--- src/rtl/mbx_pkg.sv ---
package mbx_pkg;

    localparam int DW = 32;
    localparam logic [15:0] RESP_OK = 16'h0040;

    typedef enum logic [7:0] {
        OP_NONE    = 8'h00,
        OP_OPEN    = 8'h02,
        OP_CLOSE   = 8'h03,
        OP_RD_DATA = 8'h07,
        OP_WR_DATA = 8'h08,
        OP_RD_CSR  = 8'h13,
        OP_WR_CSR  = 8'h14,
        OP_RD_MMIO = 8'h15,
        OP_WR_MMIO = 8'h16
    } mbx_op_e;

    typedef enum logic [2:0] {
        E_IDLE, E_WDATA, E_WIFC, E_POLL, E_GAP, E_FETCH, E_DONE
    } eng_st_e;

    typedef enum logic [2:0] {
        C_IDLE, C_OPEN, C_REG, C_DATA, C_FETCH, C_CLOSE, C_RESP
    } ctl_st_e;

    typedef struct packed {
        logic [DW-1:0] addr;
        logic          write;
        logic          mmio;
        logic          rmw;
        logic [DW-1:0] wdata;
        logic [DW-1:0] mask;
    } mbx_req_t;

    function automatic logic [2:0] seq_id(input logic is_wr, input logic mmio);
        return mmio ? (is_wr ? 3'd4 : 3'd3) : (is_wr ? 3'd2 : 3'd1);
    endfunction

    function automatic mbx_op_e reg_op(input logic is_wr, input logic mmio);
        if (mmio) return is_wr ? OP_WR_MMIO : OP_RD_MMIO;
        return is_wr ? OP_WR_CSR : OP_RD_CSR;
    endfunction

    function automatic mbx_op_e data_op(input logic is_wr);
        return is_wr ? OP_WR_DATA : OP_RD_DATA;
    endfunction

    function automatic logic [DW-1:0] merge(input logic [DW-1:0] old,
                                            input logic [DW-1:0] mask,
                                            input logic [DW-1:0] set);
        return (old & mask) | set;
    endfunction

endpackage

--- src/rtl/mbx_cmd_engine.sv ---
module mbx_cmd_engine
    import mbx_pkg::*;
#(
    parameter int            BUS_AW      = 16,
    parameter logic [BUS_AW-1:0] IFC_OFS = 16'h6c00,
    parameter logic [BUS_AW-1:0] DATA_OFS = 16'h6c04,
    parameter int            POLL_LIMIT  = 100,
    parameter int            RETRY_LIMIT = 10,
    parameter int            GAP_CYCLES  = 1000
) (
    input  logic              clk,
    input  logic              rst,
    input  logic              start,
    input  logic              fetch,
    input  mbx_op_e           opcode,
    input  logic [DW-1:0]     payload,
    output logic              done,
    output logic              fail,
    output logic [DW-1:0]     fetched,
    output logic              bus_req,
    output logic              bus_we,
    output logic [BUS_AW-1:0] bus_addr,
    output logic [DW-1:0]     bus_wdata,
    input  logic              bus_ack,
    input  logic [DW-1:0]     bus_rdata
);

    localparam int PW = $clog2(POLL_LIMIT + 1);
    localparam int TW = $clog2(RETRY_LIMIT + 1);
    localparam int GW = $clog2(GAP_CYCLES + 1);

    eng_st_e       st;
    mbx_op_e       op_r;
    logic [DW-1:0] pay_r;
    logic [PW-1:0] polls;
    logic [TW-1:0] tries;
    logic [GW-1:0] gap;

    logic          busy_seen;
    logic          att_bad;
    logic          last_try;
    logic [DW-1:0] launch_word;

    assign busy_seen   = bus_rdata[DW-1];
    assign last_try    = (tries == TW'(RETRY_LIMIT - 1));
    assign att_bad     = (st == E_POLL) && bus_ack &&
                         (busy_seen ? (polls == PW'(POLL_LIMIT - 1))
                                    : (bus_rdata[15:0] != RESP_OK));
    assign launch_word = {1'b1, {(DW-9){1'b0}}, op_r};

    always_ff @(posedge clk) begin
        if (rst) begin
            st      <= E_IDLE;
            op_r    <= OP_NONE;
            pay_r   <= '0;
            polls   <= '0;
            tries   <= '0;
            gap     <= '0;
            fail    <= 1'b0;
            fetched <= '0;
        end else begin
            case (st)
                E_IDLE: if (start) begin
                    op_r  <= opcode;
                    pay_r <= payload;
                    tries <= '0;
                    fail  <= 1'b0;
                    st    <= fetch ? E_FETCH : E_WDATA;
                end
                E_WDATA: if (bus_ack) st <= E_WIFC;
                E_WIFC: if (bus_ack) begin
                    polls <= '0;
                    st    <= E_POLL;
                end
                E_POLL: if (bus_ack) begin
                    if (att_bad) begin
                        if (last_try) begin
                            fail <= 1'b1;
                            st   <= E_DONE;
                        end else begin
                            tries <= tries + 1'b1;
                            st    <= E_WDATA;
                        end
                    end else if (busy_seen) begin
                        polls <= polls + 1'b1;
                        gap   <= '0;
                        st    <= E_GAP;
                    end else begin
                        st <= E_DONE;
                    end
                end
                E_GAP: begin
                    if (gap == GW'(GAP_CYCLES - 1)) st <= E_POLL;
                    else gap <= gap + 1'b1;
                end
                E_FETCH: if (bus_ack) begin
                    fetched <= bus_rdata;
                    st      <= E_DONE;
                end
                E_DONE: st <= E_IDLE;
                default: st <= E_IDLE;
            endcase
        end
    end

    always_comb begin
        bus_req   = (st == E_WDATA) || (st == E_WIFC) || (st == E_POLL) || (st == E_FETCH);
        bus_we    = (st == E_WDATA) || (st == E_WIFC);
        bus_addr  = ((st == E_WDATA) || (st == E_FETCH)) ? DATA_OFS : IFC_OFS;
        bus_wdata = (st == E_WDATA) ? pay_r : (st == E_WIFC) ? launch_word : '0;
    end

    assign done = (st == E_DONE);

endmodule

--- src/rtl/mbx_seq_ctrl.sv ---
module mbx_seq_ctrl
    import mbx_pkg::*;
(
    input  logic          clk,
    input  logic          rst,
    input  logic          req_valid,
    output logic          req_ready,
    input  mbx_req_t      req_in,
    output logic          rsp_valid,
    input  logic          rsp_ready,
    output logic [DW-1:0] rsp_rdata,
    output logic          rsp_error,
    output logic          eng_start,
    output logic          eng_fetch,
    output mbx_op_e       eng_op,
    output logic [DW-1:0] eng_payload,
    input  logic          eng_done,
    input  logic          eng_fail,
    input  logic [DW-1:0] eng_fetched
);

    ctl_st_e       st;
    mbx_req_t      r;
    logic          phase;
    logic          launched;
    logic          err;
    logic [DW-1:0] rd_cap;

    logic          is_wr;
    logic          in_step;
    logic [2:0]    sid;
    logic [DW-1:0] wval;

    assign is_wr   = r.rmw ? phase : r.write;
    assign sid     = seq_id(is_wr, r.mmio);
    assign wval    = r.rmw ? merge(rd_cap, r.mask, r.wdata) : r.wdata;
    assign in_step = (st == C_OPEN) || (st == C_REG) || (st == C_DATA) ||
                     (st == C_FETCH) || (st == C_CLOSE);

    always_comb begin
        eng_start   = in_step && !launched;
        eng_fetch   = (st == C_FETCH);
        eng_op      = OP_NONE;
        eng_payload = '0;
        case (st)
            C_OPEN:  begin eng_op = OP_OPEN;             eng_payload = {{(DW-3){1'b0}}, sid}; end
            C_REG:   begin eng_op = reg_op(is_wr, r.mmio); eng_payload = r.addr; end
            C_DATA:  begin eng_op = data_op(is_wr);      eng_payload = is_wr ? wval : '0; end
            C_CLOSE: begin eng_op = OP_CLOSE;            eng_payload = {{(DW-3){1'b0}}, sid}; end
            default: ;
        endcase
    end

    always_ff @(posedge clk) begin
        if (rst) begin
            st       <= C_IDLE;
            r        <= '0;
            phase    <= 1'b0;
            launched <= 1'b0;
            err      <= 1'b0;
            rd_cap   <= '0;
        end else begin
            case (st)
                C_IDLE: if (req_valid) begin
                    r     <= req_in;
                    phase <= 1'b0;
                    err   <= 1'b0;
                    st    <= C_OPEN;
                end
                C_RESP: if (rsp_ready) st <= C_IDLE;
                default: begin
                    if (eng_start) launched <= 1'b1;
                    if (eng_done) begin
                        launched <= 1'b0;
                        if (eng_fail) err <= 1'b1;
                        case (st)
                            C_OPEN:  st <= C_REG;
                            C_REG:   st <= C_DATA;
                            C_DATA:  st <= C_FETCH;
                            C_FETCH: begin
                                if (!(r.rmw && phase)) rd_cap <= eng_fetched;
                                st <= C_CLOSE;
                            end
                            C_CLOSE: begin
                                if (r.rmw && !phase) begin
                                    phase <= 1'b1;
                                    st    <= C_OPEN;
                                end else begin
                                    st <= C_RESP;
                                end
                            end
                            default: st <= C_IDLE;
                        endcase
                    end
                end
            endcase
        end
    end

    assign req_ready = (st == C_IDLE);
    assign rsp_valid = (st == C_RESP);
    assign rsp_rdata = rd_cap;
    assign rsp_error = err;

endmodule

--- src/rtl/mbx_seq_master.sv ---
module mbx_seq_master
    import mbx_pkg::*;
#(
    parameter int            BUS_AW      = 16,
    parameter logic [BUS_AW-1:0] IFC_OFS = 16'h6c00,
    parameter logic [BUS_AW-1:0] DATA_OFS = 16'h6c04,
    parameter int            POLL_LIMIT  = 100,
    parameter int            RETRY_LIMIT = 10,
    parameter int            GAP_CYCLES  = 1000
) (
    input  logic              clk,
    input  logic              rst,
    input  logic              req_valid,
    output logic              req_ready,
    input  logic [31:0]       req_addr,
    input  logic              req_write,
    input  logic              req_mmio,
    input  logic              req_rmw,
    input  logic [31:0]       req_wdata,
    input  logic [31:0]       req_mask,
    output logic              rsp_valid,
    input  logic              rsp_ready,
    output logic [31:0]       rsp_rdata,
    output logic              rsp_error,
    output logic              bus_req,
    output logic              bus_we,
    output logic [BUS_AW-1:0] bus_addr,
    output logic [31:0]       bus_wdata,
    input  logic              bus_ack,
    input  logic [31:0]       bus_rdata
);

    mbx_req_t      req_in;
    logic          eng_start;
    logic          eng_fetch;
    mbx_op_e       eng_op;
    logic [DW-1:0] eng_payload;
    logic          eng_done;
    logic          eng_fail;
    logic [DW-1:0] eng_fetched;

    always_comb begin
        req_in.addr  = req_addr;
        req_in.write = req_write;
        req_in.mmio  = req_mmio;
        req_in.rmw   = req_rmw;
        req_in.wdata = req_wdata;
        req_in.mask  = req_mask;
    end

    mbx_seq_ctrl u_ctrl (
        .clk         (clk),
        .rst         (rst),
        .req_valid   (req_valid),
        .req_ready   (req_ready),
        .req_in      (req_in),
        .rsp_valid   (rsp_valid),
        .rsp_ready   (rsp_ready),
        .rsp_rdata   (rsp_rdata),
        .rsp_error   (rsp_error),
        .eng_start   (eng_start),
        .eng_fetch   (eng_fetch),
        .eng_op      (eng_op),
        .eng_payload (eng_payload),
        .eng_done    (eng_done),
        .eng_fail    (eng_fail),
        .eng_fetched (eng_fetched)
    );

    mbx_cmd_engine #(
        .BUS_AW      (BUS_AW),
        .IFC_OFS     (IFC_OFS),
        .DATA_OFS    (DATA_OFS),
        .POLL_LIMIT  (POLL_LIMIT),
        .RETRY_LIMIT (RETRY_LIMIT),
        .GAP_CYCLES  (GAP_CYCLES)
    ) u_eng (
        .clk       (clk),
        .rst       (rst),
        .start     (eng_start),
        .fetch     (eng_fetch),
        .opcode    (eng_op),
        .payload   (eng_payload),
        .done      (eng_done),
        .fail      (eng_fail),
        .fetched   (eng_fetched),
        .bus_req   (bus_req),
        .bus_we    (bus_we),
        .bus_addr  (bus_addr),
        .bus_wdata (bus_wdata),
        .bus_ack   (bus_ack),
        .bus_rdata (bus_rdata)
    );

endmodule

--- config.mk ---
export PLATFORM = sky130hd
export DESIGN_NAME = mbx_seq_master
export DESIGN_NICKNAME = d
export VERILOG_FILES = /design/src/rtl/mbx_pkg.sv /design/src/rtl/mbx_cmd_engine.sv /design/src/rtl/mbx_seq_ctrl.sv /design/src/rtl/mbx_seq_master.sv
export SDC_FILE = /design/constraint.sdc
export NUM_CORES = 1
export LEC_CHECK = 0
export BUFFER_PORTS_ARGS = -buffer_cell sky130_fd_sc_hd__buf_2
export CAP_MARGIN = 10
export CORE_UTILIZATION = 30
export CTS_CLUSTER_DIAMETER = 60
export DETAILED_ROUTE_END_ITERATION = 16
export HOLD_SLACK_MARGIN = 0.08
export PLACE_DENSITY = 0.49
export SLEW_MARGIN = 10
export SYNTH_ARGS = -nofsm -noshare
export SYNTH_HDL_FRONTEND = slang
export SYNTH_HIERARCHICAL = 1
export SYNTH_SLANG_ARGS = --single-unit
--- constraint.sdc ---
create_clock -name clk -period 3 [get_ports clk]
set_input_delay 0.45 -clock clk [delete_from_list [all_inputs] [get_ports clk]]
set_output_delay 0.45 -clock clk [all_outputs]
set_load 0.02 [all_outputs]
**Word level (Yosys, flattened, before mapping)**

Index checks and enable logic that the tools add are counted.

- Bits in registers: 234
- Latch bits: 0
- RAM bits: 0
- Memory bits (read-only): 0
- Input bits: 136
- Output and inout bits: 85
- Word-level logic and storage cells: 164
- Memories: 0

- Add/subtract/negate cells: 3
- Multiply operators: 0
- Div/mod/pow operators: 0
- Order comparisons: 0
- Eq/ne operators: 30
- Shift-type cells: 0
- Multiplexer cells: 66
- Bitwise operators: 5
- Reductions and logical operators: 41

Operators by type and width:

| operator | number |
|---|---|
| 32-bit two-way mux | 4 |
| 32-bit one-hot mux with 3 select lines | 1 |
| 3-bit two-way mux | 17 |
| 10-bit two-way mux | 4 |
| 32-bit AND | 1 |
| 32-bit OR | 1 |
| 8-bit one-hot mux with 4 select lines | 1 |
| 7-bit two-way mux | 4 |
| 5-bit AND reduction | 5 |
| 4-bit two-way mux | 5 |
| 2-bit inequality test, second input constant | 10 |
| 10-bit one-hot mux with 2 select lines | 1 |
| 3-bit equality test, second input constant | 6 |
| 3-bit one-hot mux with 6 select lines | 1 |
| 1-bit two-way mux | 16 |
| 8-bit two-way mux | 2 |
| 16-bit by 7-bit inequality test with 1-bit output, second input constant | 1 |
| 2-bit nonzero test | 8 |
| 3-bit one-hot mux with 5 select lines | 1 |
| 7-bit one-hot mux with 2 select lines | 1 |
| 3-bit by 2-bit equality test with 1-bit output, second input constant | 4 |
| 10-bit by 1-bit adder with 10-bit output, second input constant | 1 |
| 10-bit equality test, second input constant | 1 |
| 1-bit logical OR | 8 |
| other kinds (20) | 41 |

**Longest topological paths before layout**

Gate-level depths: netlist of run 1.

- Depth after elaboration: 8
- Gate-level depth with buffers: 10
- Gate-level depth less buffers: 7

**Cells and area by module**

Netlist of run 1, hierarchy kept.

By module, submodules not included:

| module | times used | cells each | area an instance (um^2) | sequential area each (um^2) |
|---|---|---|---|---|
| mbx_seq_ctrl | 1 | 757 | 5760.5 | 2742.6 |
| mbx_cmd_engine | 1 | 571 | 4394.2 | 1941.9 |

**Worst setup path before layout of run 1**

No wires, ideal clock.

- Kind: register -> register
- Start: reg u_ctrl.st[2]
- End: reg u_eng.st[1]
- Setup time: 0.112 ns
- Data arrival time: 2.193 ns
- Required time: 2.888 ns
- Slack: 0.695 ns
- Stages on the path, launching flop included: 10
- Buffers on the path: 2
- Period minus slack after synthesis: 2.305 ns
- Path through: dfxtp_1 buf_4 nor3_1 a211oi_1 or4b_2 clkbuf_1 o21ai_0 o21ai_0 a311oi_1 a2111oi_1

- Cells in the longest elaborated chain, start to end: 8
- Elaborated cells on any way between the ends: 12
- Classes of those cells: eq/ne: 6; reduce/logical: 6

RTL lines:

| item | RTL line | source |
|---|---|---|
| start, declared | mbx_seq_ctrl.sv:22 | `ctl_st_e st;` |
| start signal, assigned | mbx_seq_ctrl.sv:56 | `st <= C_IDLE;` |
| start signal, assigned | mbx_seq_ctrl.sv:68 | `st <= C_OPEN;` |
| start signal, assigned | mbx_seq_ctrl.sv:70 | `C_RESP: if (rsp_ready) st <= C_IDLE;` |
| 3-bit by 1-bit equality test with 1-bit output or 3-bit by 2-bit equality test with 1-bit output (tied branches) | mbx_seq_ctrl.sv:37 | `assign in_step = (st == C_OPEN) \|\| (st == C_REG) \|\| (st == C_DATA) \|\|` |
| 1-bit logical OR (3 in a row) | mbx_seq_ctrl.sv:37 |  |
| 1-bit logical OR * | mbx_seq_ctrl.sv:38 | `(st == C_FETCH) \|\| (st == C_CLOSE);` |
| 1-bit logical AND * | mbx_seq_ctrl.sv:41 | `eng_start = in_step && !launched;` |
| via eng_start | mbx_seq_master.sv:34 | `logic eng_start;` |
| 2-bit inequality test (no line) * | n/a |  |
| 6-bit AND reduction (no line) * | n/a |  |
| end signal, assigned | mbx_cmd_engine.sv:68 | `st <= fetch ? E_FETCH : E_WDATA;` |
| end, declared | mbx_cmd_engine.sv:32 | `eng_st_e st;` |

The timed path passes the listed nets; every way through them passes the cells marked *.
A chain may end at the register's enable or synchronous reset.

**Worst setup path in the final report of run 1**

- Start: reg u_eng.st[0]
- End: out bus_wdata[2]

- Cells in the longest elaborated chain, start to end: 3
- Elaborated cells on any way between the ends: 4
- Classes of those cells: eq/ne: 2; mux: 2

RTL lines:

| item | RTL line | source |
|---|---|---|
| 3-bit by 2-bit equality test with 1-bit output | mbx_cmd_engine.sv:110 | `bus_wdata = (st == E_WDATA) ? pay_r : (st == E_WIFC) ? launch_word : '0;` |
| 32-bit two-way mux | mbx_cmd_engine.sv:110 |  |
| 32-bit two-way mux * | mbx_cmd_engine.sv:110 |  |
| end, declared | mbx_seq_master.sv:28 | `output logic [31:0] bus_wdata,` |

Every way passes the cells marked *; elsewhere a longest branch is shown, timed or not.

==> summary by stage, run 1 <==
Run status
The flow ran to the end, and the final reports show no timing, DRC or antenna violations.

STA
The highest clock rate is 0.382 GHz. For the pin with the worst max-slew slack, the measured transition is 1.20 ns. The count of final setup violators is 0.

The minimum clock period after layout is approximately 2.6 ns. Setup repair after global routing left no endpoint under its margin. The final worst-path cycle share is roughly 87%.

The number of hold-slack violations in the final timing report is 0. The final-report max-slew violation count is 0. The largest clock skew in the final design is between 0.015 and 0.02 ns. Across all setup checks in the final design, the least slack found is roughly 0.38 ns. Setup total negative slack on the finished layout was measured at 0 ns. The worst pin sits at a relative slew slack of between 20 and 25%. Hold timing on the final database bottoms out at a slack of 0.137 ns.

Clocking
In this run the post-CTS setup repair buffer count came out at 0. The number of H-tree levels is 1. Clock-pin slew was measured on the worst setup and hold paths at around 0.060 ns. The latest clock arrival within the worst-skew pair is approximately 0.54 ns.

CTS placed an instance of sky130_fd_sc_hd__clkbuf_16 at the clock tree root. The number of buffers inserted during clock tree synthesis is 29. The hold-fix buffer count after cts is 0. The longest clock path from root to sink contains 3 buffers. The post-cts gate resize count is 0. The clock sink total is about 230. TritonCTS built the clock tree.

Synthesis
The area share of the largest cell type after synthesis is 46.1%. The total of warnings raised by yosys is 6. The number of enable-type register cells in the synthesized netlist is 0. The async set-or-reset flop fraction in the synthesized netlist is 0%.

The synthesized area divided by synthesized cell count is 7.65 µm². The post-synth design cell area is around 10,000 µm². The netlist uses 64 different library cells. Synthesis inferred roughly 230 register bits.

The proportion of synthesized chip area in sequential cells is a little under half. In the post-synthesis netlist, the biggest area contributors are sky130_fd_sc_hd__dfxtp_1 (46%), sky130_fd_sc_hd__nand2_1 (17%), sky130_fd_sc_hd__a21oi_1 (11%). The top flip-flop cell by instance count after synthesis is sky130_fd_sc_hd__dfxtp_1.

The dominant cell type by area after synthesis is sky130_fd_sc_hd__dfxtp_1. The instance count of the mapped netlist is around 1,300.

Placed design
Routability-driven placement finished with a final weighted congestion of ~0.80. The worst slack after detailed placement is 0.533 ns. The port buffer count is between 200 and 250. The placed wire-length estimate after detailed placement is about 23,000 µm.

Die
Pin placement for this block handled 221 I/O pins. The number of standard-cell rows in the floorplan is 67. The core region is approximately 33,000 µm².

Once the floorplan was initialized, standard cells occupied slightly above 30% of the core. The die is approximately 190 µm tall. Measured along the x axis, the die boundary spans 186 µm. The area enclosed by the die boundary is 34,600 µm².

Final layout
Of the cells placed in the final design, the portion with a size suffix greater than 1 is between 15 and 20%. The final net count is between 1,500 and 2,000. The count of fill cells added during filler insertion is between 3,000 and 4,000. The area growth from synthesis to layout is 21.3%.

Pwr
For this design the static power due to leakage is between 4 and 5 nW. The analysis attributes to net switching a power of around 2.5 mW. VDD sags by at most approximately 0.37 mV.

Of the total power, registers draw roughly two fifths. The internal power component is 5.99 mW. The power share of the combinational group is between 10% and 20%. In this run the power density over the cells is roughly 690 nW/µm².

The part of the power in the clock network is 42.3%. Of the total power, the share spent switching nets is around 29%.

Worst setup path
Data on the critical path is required at its endpoint by between 2 and 3 ns. The data arrival time of the worst path is around 2.2 ns. The largest driver fanout on the critical path is 37. The kind of end point of the critical path is an output pin. The critical path depth is 5. The family with the most delay on the worst path is flip-flops. The depth of the worst register-to-register path is 7. The cell with the largest stage delay on the worst path is sky130_fd_sc_hd__dfxtp_2. The type of element launching the critical path is a flip-flop. The setup path with the least slack is of type reg2out. Walking the worst path, the cells encountered are nor2b_2 > buf_4 > a22oi_1 > nor2_1 > buf_2. The combined buffer and inverter count along the critical path is 2. The delay contributed by the slowest stage of the critical path is between 0.5 and 0.6 ns.

Job
Across the run, the number of max-cap violations was 0.

Global route
The total overflow left after global routing is 0. In the global route stage, overall resource usage came out at between 10% and 20%. The first global-routing pass estimated between 50,000 and 60,000 µm of wire. The number of antenna violations at the first check in global routing came to 6. The via count of the first global-routing pass came to between 8,000 and 9,000. The largest net degree at the start of global routing is between 90 and 100.

Route
For this block, the routed nets add up to ~33,000 µm of wire. In this run, the number of DRC markers left after iteration 0 of detailed routing was ~500. The detail route stage leaves a number of antenna-violating nets equal to 0.

In the routed design, unresolved DRC markers number 0. The via-per-instance ratio is a little under 5. The first detailed-routing pass took 5 iterations. The mean routed wirelength per cell is roughly 17 µm. The total via count after detailed routing is 9,476.

Hold path
The count of cells along the worst hold path is 3. The path class of the tightest hold or removal check is in2reg.
Yosys cell counts, types with 5 or more instances:
cell / number
sky130_fd_sc_hd__and3_1: 30
sky130_fd_sc_hd__a21oi_1: 221
sky130_fd_sc_hd__xnor2_1: 6
sky130_fd_sc_hd__ha_1: 7
sky130_fd_sc_hd__clkbuf_1: 66
sky130_fd_sc_hd__o21ai_0: 48
sky130_fd_sc_hd__a311oi_1: 8
sky130_fd_sc_hd__buf_6: 11
sky130_fd_sc_hd__nand3_1: 11
sky130_fd_sc_hd__a31oi_1: 32
sky130_fd_sc_hd__a22oi_1: 11
sky130_fd_sc_hd__nor3_1: 9
sky130_fd_sc_hd__inv_1: 12
sky130_fd_sc_hd__nor2_1: 38
sky130_fd_sc_hd__nand2_1: 457
sky130_fd_sc_hd__buf_4: 22
sky130_fd_sc_hd__buf_2: 10
sky130_fd_sc_hd__nor2b_1: 9
sky130_fd_sc_hd__buf_8: 10
sky130_fd_sc_hd__a211oi_1: 5
sky130_fd_sc_hd__dfxtp_1: 234
power by group through the flow:
stage          clock [mW]  combinational (mW)  sequential, mW
6_report             3.58                1.41            3.46
2_1_floorplan           0                1.08            3.46
3_5_place_dp            0                1.42            3.53
4_1_cts              3.67                1.43            3.46
3_3_place_gp            0                1.41            3.52
5_1_grt              3.81                1.58            3.49
through the flow:
| stage | utilization [%] | area, µm² | total power [mW] | instances |
|---|---|---|---|---|
| after floorplan | - | 10200 | 4.54 | 1343 |
| after global placement | 33.9 | 11300 | 4.93 | 1903 |
| after detailed placement | 33.9 | 11300 | 4.94 | 1903 |
| after CTS | 36.8 | 12300 | 8.56 | 1955 |
| after global routing | 36.8 | 12300 | 8.88 | 1956 |
| final | 36.8 | 12300 | 8.45 | 1958 |
path summary, 6_finish.rpt:
check	end	slack [ns]	start
setup / recovery	bus_wdata[2]	0.38	u_eng/st[0]
hold / removal	u_ctrl/r[22]	0.14	req_mask[22]
setup reg to reg	u_eng/st[1]	0.50	u_ctrl/st[1]
hold reg to reg	u_eng/pay_r[10]	0.45	u_eng/pay_r[10]
layout make-up:
class	count	area (µm²)	area share (%)
inverters	12	45.0	0.366
clock buffers	43	828	6.72
diodes	3	7.51	0.0609
clock inverters	9	155	1.26
well taps	448	561	4.55
repair buffers	233	1290	10.5
flip-flops and latches	234	4690	38.0
multi-input cells	976	4750	38.5
worst min-delay path: cells and delay by family:
kind / cells / cell delay [ns]
AOI/OAI and AO/OA: 1 / 0.05
buffers and inverters: 1 / 0.09
and+or+nand+nor: 1 / 0.05
sequential cells by signal, indices dropped and copies added, names as in the netlist:
name / count
u_ctrl/r: 99
u_eng/tries: 4
u_eng/op_r: 8
u_ctrl/rsp_rdata: 32
u_ctrl/phase: 1
u_eng/gap: 10
u_eng/fetched: 32
u_eng/polls: 7
u_ctrl/st: 3
u_eng/pay_r: 32
u_ctrl/launched: 1
u_eng/st: 3
u_ctrl/rsp_error: 1
u_eng/fail: 1
routing by layer:
layer | wire length, µm | global-route usage [%] | vias to the layer above
li1 | - | - | 4769
met3 | 1910 | 3.89 | 47
met2 | 14500 | 28.9 | 232
met5 | 60 | 0 | -
met1 | 16400 | 28.0 | 4420
met4 | 568 | 4.43 | 8
layout by cell type (no fill, tap or decap), types with 11 or more instances in the layout:
cell / synthesis / layout
sky130_fd_sc_hd__nand2_1: 457 / 456
sky130_fd_sc_hd__dfxtp_1: 234 / 233
sky130_fd_sc_hd__a21oi_1: 221 / 221
sky130_fd_sc_hd__buf_2: 10 / 204
sky130_fd_sc_hd__o21ai_0: 48 / 48
sky130_fd_sc_hd__nor2_1: 38 / 38
sky130_fd_sc_hd__a31oi_1: 32 / 32
sky130_fd_sc_hd__and3_1: 30 / 30
sky130_fd_sc_hd__clkbuf_16: 0 / 29
sky130_fd_sc_hd__buf_4: 22 / 24
sky130_fd_sc_hd__conb_1: 3 / 18
sky130_fd_sc_hd__inv_1: 12 / 12
sky130_fd_sc_hd__nand3_1: 11 / 11
sky130_fd_sc_hd__a22oi_1: 11 / 11
logic make-up after synthesis:
kind of cell	Yosys count	share of synthesized area [%]
AO/OA/AOI/OAI	357	19.8
other	3	0.111
multiplexers	5	0.628
flip-flops	234	46.1
AND/OR/NAND/NOR	583	24.2
buffers and inverters	133	7.77
XOR/XNOR	6	0.517
adder cells (fa/ha/maj)	7	0.862
No activity file was read; power rests on OpenSTA's default activity.
==> inputs of run 2 (changes only) <==
--- a/config.mk
+++ b/config.mk
@@ -7,11 +7,11 @@
 export LEC_CHECK = 0
 export BUFFER_PORTS_ARGS = -buffer_cell sky130_fd_sc_hd__buf_2
 export CAP_MARGIN = 10
-export CORE_UTILIZATION = 30
+export CORE_UTILIZATION = 55
 export CTS_CLUSTER_DIAMETER = 60
 export DETAILED_ROUTE_END_ITERATION = 16
 export HOLD_SLACK_MARGIN = 0.08
-export PLACE_DENSITY = 0.49
+export PLACE_DENSITY = 0.81
 export SLEW_MARGIN = 10
 export SYNTH_ARGS = -nofsm -noshare
 export SYNTH_HDL_FRONTEND = slang
==> run 2 against run 1 <==
  * Via count increased by 2.5%
  * Setup slack lost 0.037 ns
  * Flip-flop and latch count unchanged
  * Register-to-register slack got worse by 0.08 ns
  * Clock skew decreased by 0.0045 ns
  * Non-clock buffer count unchanged
  * Worst hold slack improved by 0.017 ns
  * Cell count shrank 11%
  * First-iteration DRC count grew 80%
  * Combinational power fell by 4%
  * Count of clock-buffer cells in the layout is 6 lower
  * Clock power down 9.8%
  * Critical endpoint is now bus_wdata[4]
  * Largest cell class unchanged
==> summary by stage, run 2 (synthesized netlist as in run 1, its figures left out) <==
Global route
The via count of the first global-routing pass is 8,762 (-2.4%). The residual overflow from global routing came to 0 (unchanged). The largest net degree at the start of global routing came to 89 (-2.2%). The wire length of the first global-routing pass is 44,000 µm (-15%). The number of antenna violations at the first check in global routing is 4 (-2). The total routing usage reported by global routing was 29.7% (+10 points).

Die
The initial core utilization is 56.3% (+26 points). The die boundary height came to 138 µm (-26%). The x dimension of the die was 138 µm (-26%). The area enclosed by the die boundary was 19,000 µm² (-45%). The number of placed I/O pins came to 221 (unchanged). The total core area is 18,000 µm² (-46%). The number of standard-cell rows in the floorplan is 49 (-27%).

Clocking
The hold-fix buffer count after cts is 0 (unchanged). TritonCTS built the clock tree. The clock tree buffer depth was 3 (unchanged). The clock sink total is 234 (unchanged). The number of H-tree levels is 1 (unchanged). The number of buffers inserted during clock tree synthesis came to 25 (-14%). The latest clock arrival within the worst-skew pair is 0.53 ns (about the same).

The clock-pin transition on the worst setup and hold timing paths is 0.06 ns (about the same). Clock tree synthesis selected as its root buffer the cell sky130_fd_sc_hd__clkbuf_16.

STA
The count of final setup violators is 0 (unchanged). The minimum clock period after layout came to 2.65 ns (+0.0368 ns). The largest clock skew in the final design is 0.0117 ns (-0.00452 ns).

The highest clock rate came to 0.377 GHz (-1.4%). The number of hold-slack violations in the final timing report is 0 (unchanged). The final-report max-slew violation count is 0 (unchanged). Setup repair after global routing left no endpoint under its margin. The final worst-path cycle share is 88.5% (+1.2 points). The setup TNS after final layout is 0 ns (unchanged).

The headroom to the max-slew limit came to 43.7% (+24 points). The slew at the pin closest to its max-slew limit is 0.843 ns (-0.355 ns).

Final layout
The non-filler instance count after layout is 1,734 (-11%). The multi-input logic area is 4750 µm² (about the same). The largest register by flop count is u_ctrl/r. The library cells used most frequently in the layout, excluding fill and tap cells, are sky130_fd_sc_hd__nand2_1 (456), sky130_fd_sc_hd__dfxtp_1 (234), sky130_fd_sc_hd__a21oi_1 (221).

The most frequent standard cell in the layout excluding fill and tap cells is sky130_fd_sc_hd__nand2_1. The area occupied by registers is 4680 µm² (about the same). The count of fill cells added during filler insertion is 1,585 (-56%). The final net count is 1,625 (-0.25%). Relative to the synthesized area, the layout overhead comes to 17.6%. The share of final-layout standard cells stronger than drive strength 1 is 19.4% (-0.096 points). The number of flip-flops in the largest register is 99 (unchanged).

Run status
The run finished with clean final reports.

Pwr
The power density over cell area is 672 nW/µm² (-2.0%). The worst IR drop on VDD was 0.589 mV (+60%). The leakage power is 4.73 nW (-1.1%).

Worst setup path
The data arrival time of the worst path came to 2.20 ns (+0.03 ns). The largest driver fanout on the critical path is 14 (-62%). The worst endpoint required time was 2.55 ns (about the same). The cell with the largest stage delay on the worst path is sky130_fd_sc_hd__dfxtp_1. The worst setup path is launched from a flip-flop. The kind of end point of the critical path is an output pin.

The critical path is of the reg2out type. The delay contributed by the slowest stage of the critical path was 0.59 ns (about the same). The signal on the critical path passes through inv_1 > nor2_2 > a22oi_1 > nor2_1 > buf_2.

Route
The DRC violations left is 0 (unchanged). The routed wire length is 28,800 µm (-14%). The total via count after detailed routing is 9,712 (+2.5%). The mean routed wirelength per cell is 16.6 µm (-2.8%).

The post-route antenna net violation count is 0 (unchanged). The number of iterations in the first detailed-routing pass is 5 (unchanged). The via-per-instance ratio is 5.60 (+16%). The DRC violation total after the first TritonRoute iteration came to 896 (+80%).

Placed design
The final weighted congestion in routability-driven placement is 0.878 (+9.6%). The placed wire-length estimate after detailed placement is 19,500 µm (-15%). The port buffer count is 205 (unchanged). The total placed cells including tap cells is 1,684 (-12%).

Job
The max-capacitance violation count was 0 (unchanged).

Hold path
The classification of the worst-slack hold path is in2reg.
-- run 2: cell count changes in the layout (fill, tap and decap cells not counted), moves of 3 or more --
| cell | before | now |
|---|---|---|
| sky130_fd_sc_hd__clkbuf_1 | 9 | 4 |
| sky130_fd_sc_hd__clkbuf_16 | 29 | 25 |
| sky130_fd_sc_hd__clkbuf_8 | 5 | 8 |
| sky130_fd_sc_hd__diode_2 | 3 | 6 |
-- run 2: metal layers --
metal  up-vias  track usage (%)  share of wire, %
met1      4540             38.6                42
met5         -                0              0.13
li1       4734                -                 -
met4         6             11.2               2.7
met3        62             6.21               8.0
met2       370             48.4                47
-- run 2: through the flow --
step	area (µm²)	utilization [%]	worst slack [ns]	hold slack (ns)	total power, mW
finish	11900	66.2	0.346	0.154	8.02
global route	11900	66.2	0.195	0.154	8.33
CTS	11900	66.1	0.170	0.147	8.02
detailed placement	11000	61.3	0.479	0.443	4.82
global placement	11000	61.3	0.566	0.438	4.79
floorplan	10200	-	0.695	0.432	4.54
-- run 2: critical path: cells and delay by family (launching register included) --
| kind | cells | cell delay, ns |
|---|---|---|
| AOI/OAI and AO/OA | 1 | 0.14 |
| buffers and inverters | 2 | 0.41 |
| DFF | 1 | 0.59 |
| and+or+nand+nor | 2 | 0.54 |
-- run 2: worst paths after layout --
path         cells after the start                   end               from  slack, ns
max                              5          bus_wdata[4]        u_eng/st[1]       0.35
min                              3          u_ctrl/r[12]       req_mask[12]       0.15
max reg2reg                      7           u_eng/st[1]       u_ctrl/st[0]       0.42
min reg2reg                      2  u_ctrl/rsp_rdata[22]  u_eng/fetched[22]       0.45
-- run 2: cell type report --
type	count	share of cell area, %
Inverter	12	0.377
Timing Repair Buffer	233	10.7
Antenna cell	6	0.126
Clock inverter	7	1.07
Multi-Input combinational cell	976	39.8
Clock buffer	37	6.29
Sequential cell	234	39.2
Tap cell	229	2.40
-- run 2: what timing repair did --
item	CTS	global route
setup buffers	0	0
setup endpoints to repair	0	1
resized for setup	0	1
-- run 2: where the power goes --
| part | internal [mW] | switching (mW) |
|---|---|---|
| Combinational | 0.419 | 0.932 |
| Clock | 1.99 | 1.24 |
| Sequential | 3.31 | 0.132 |
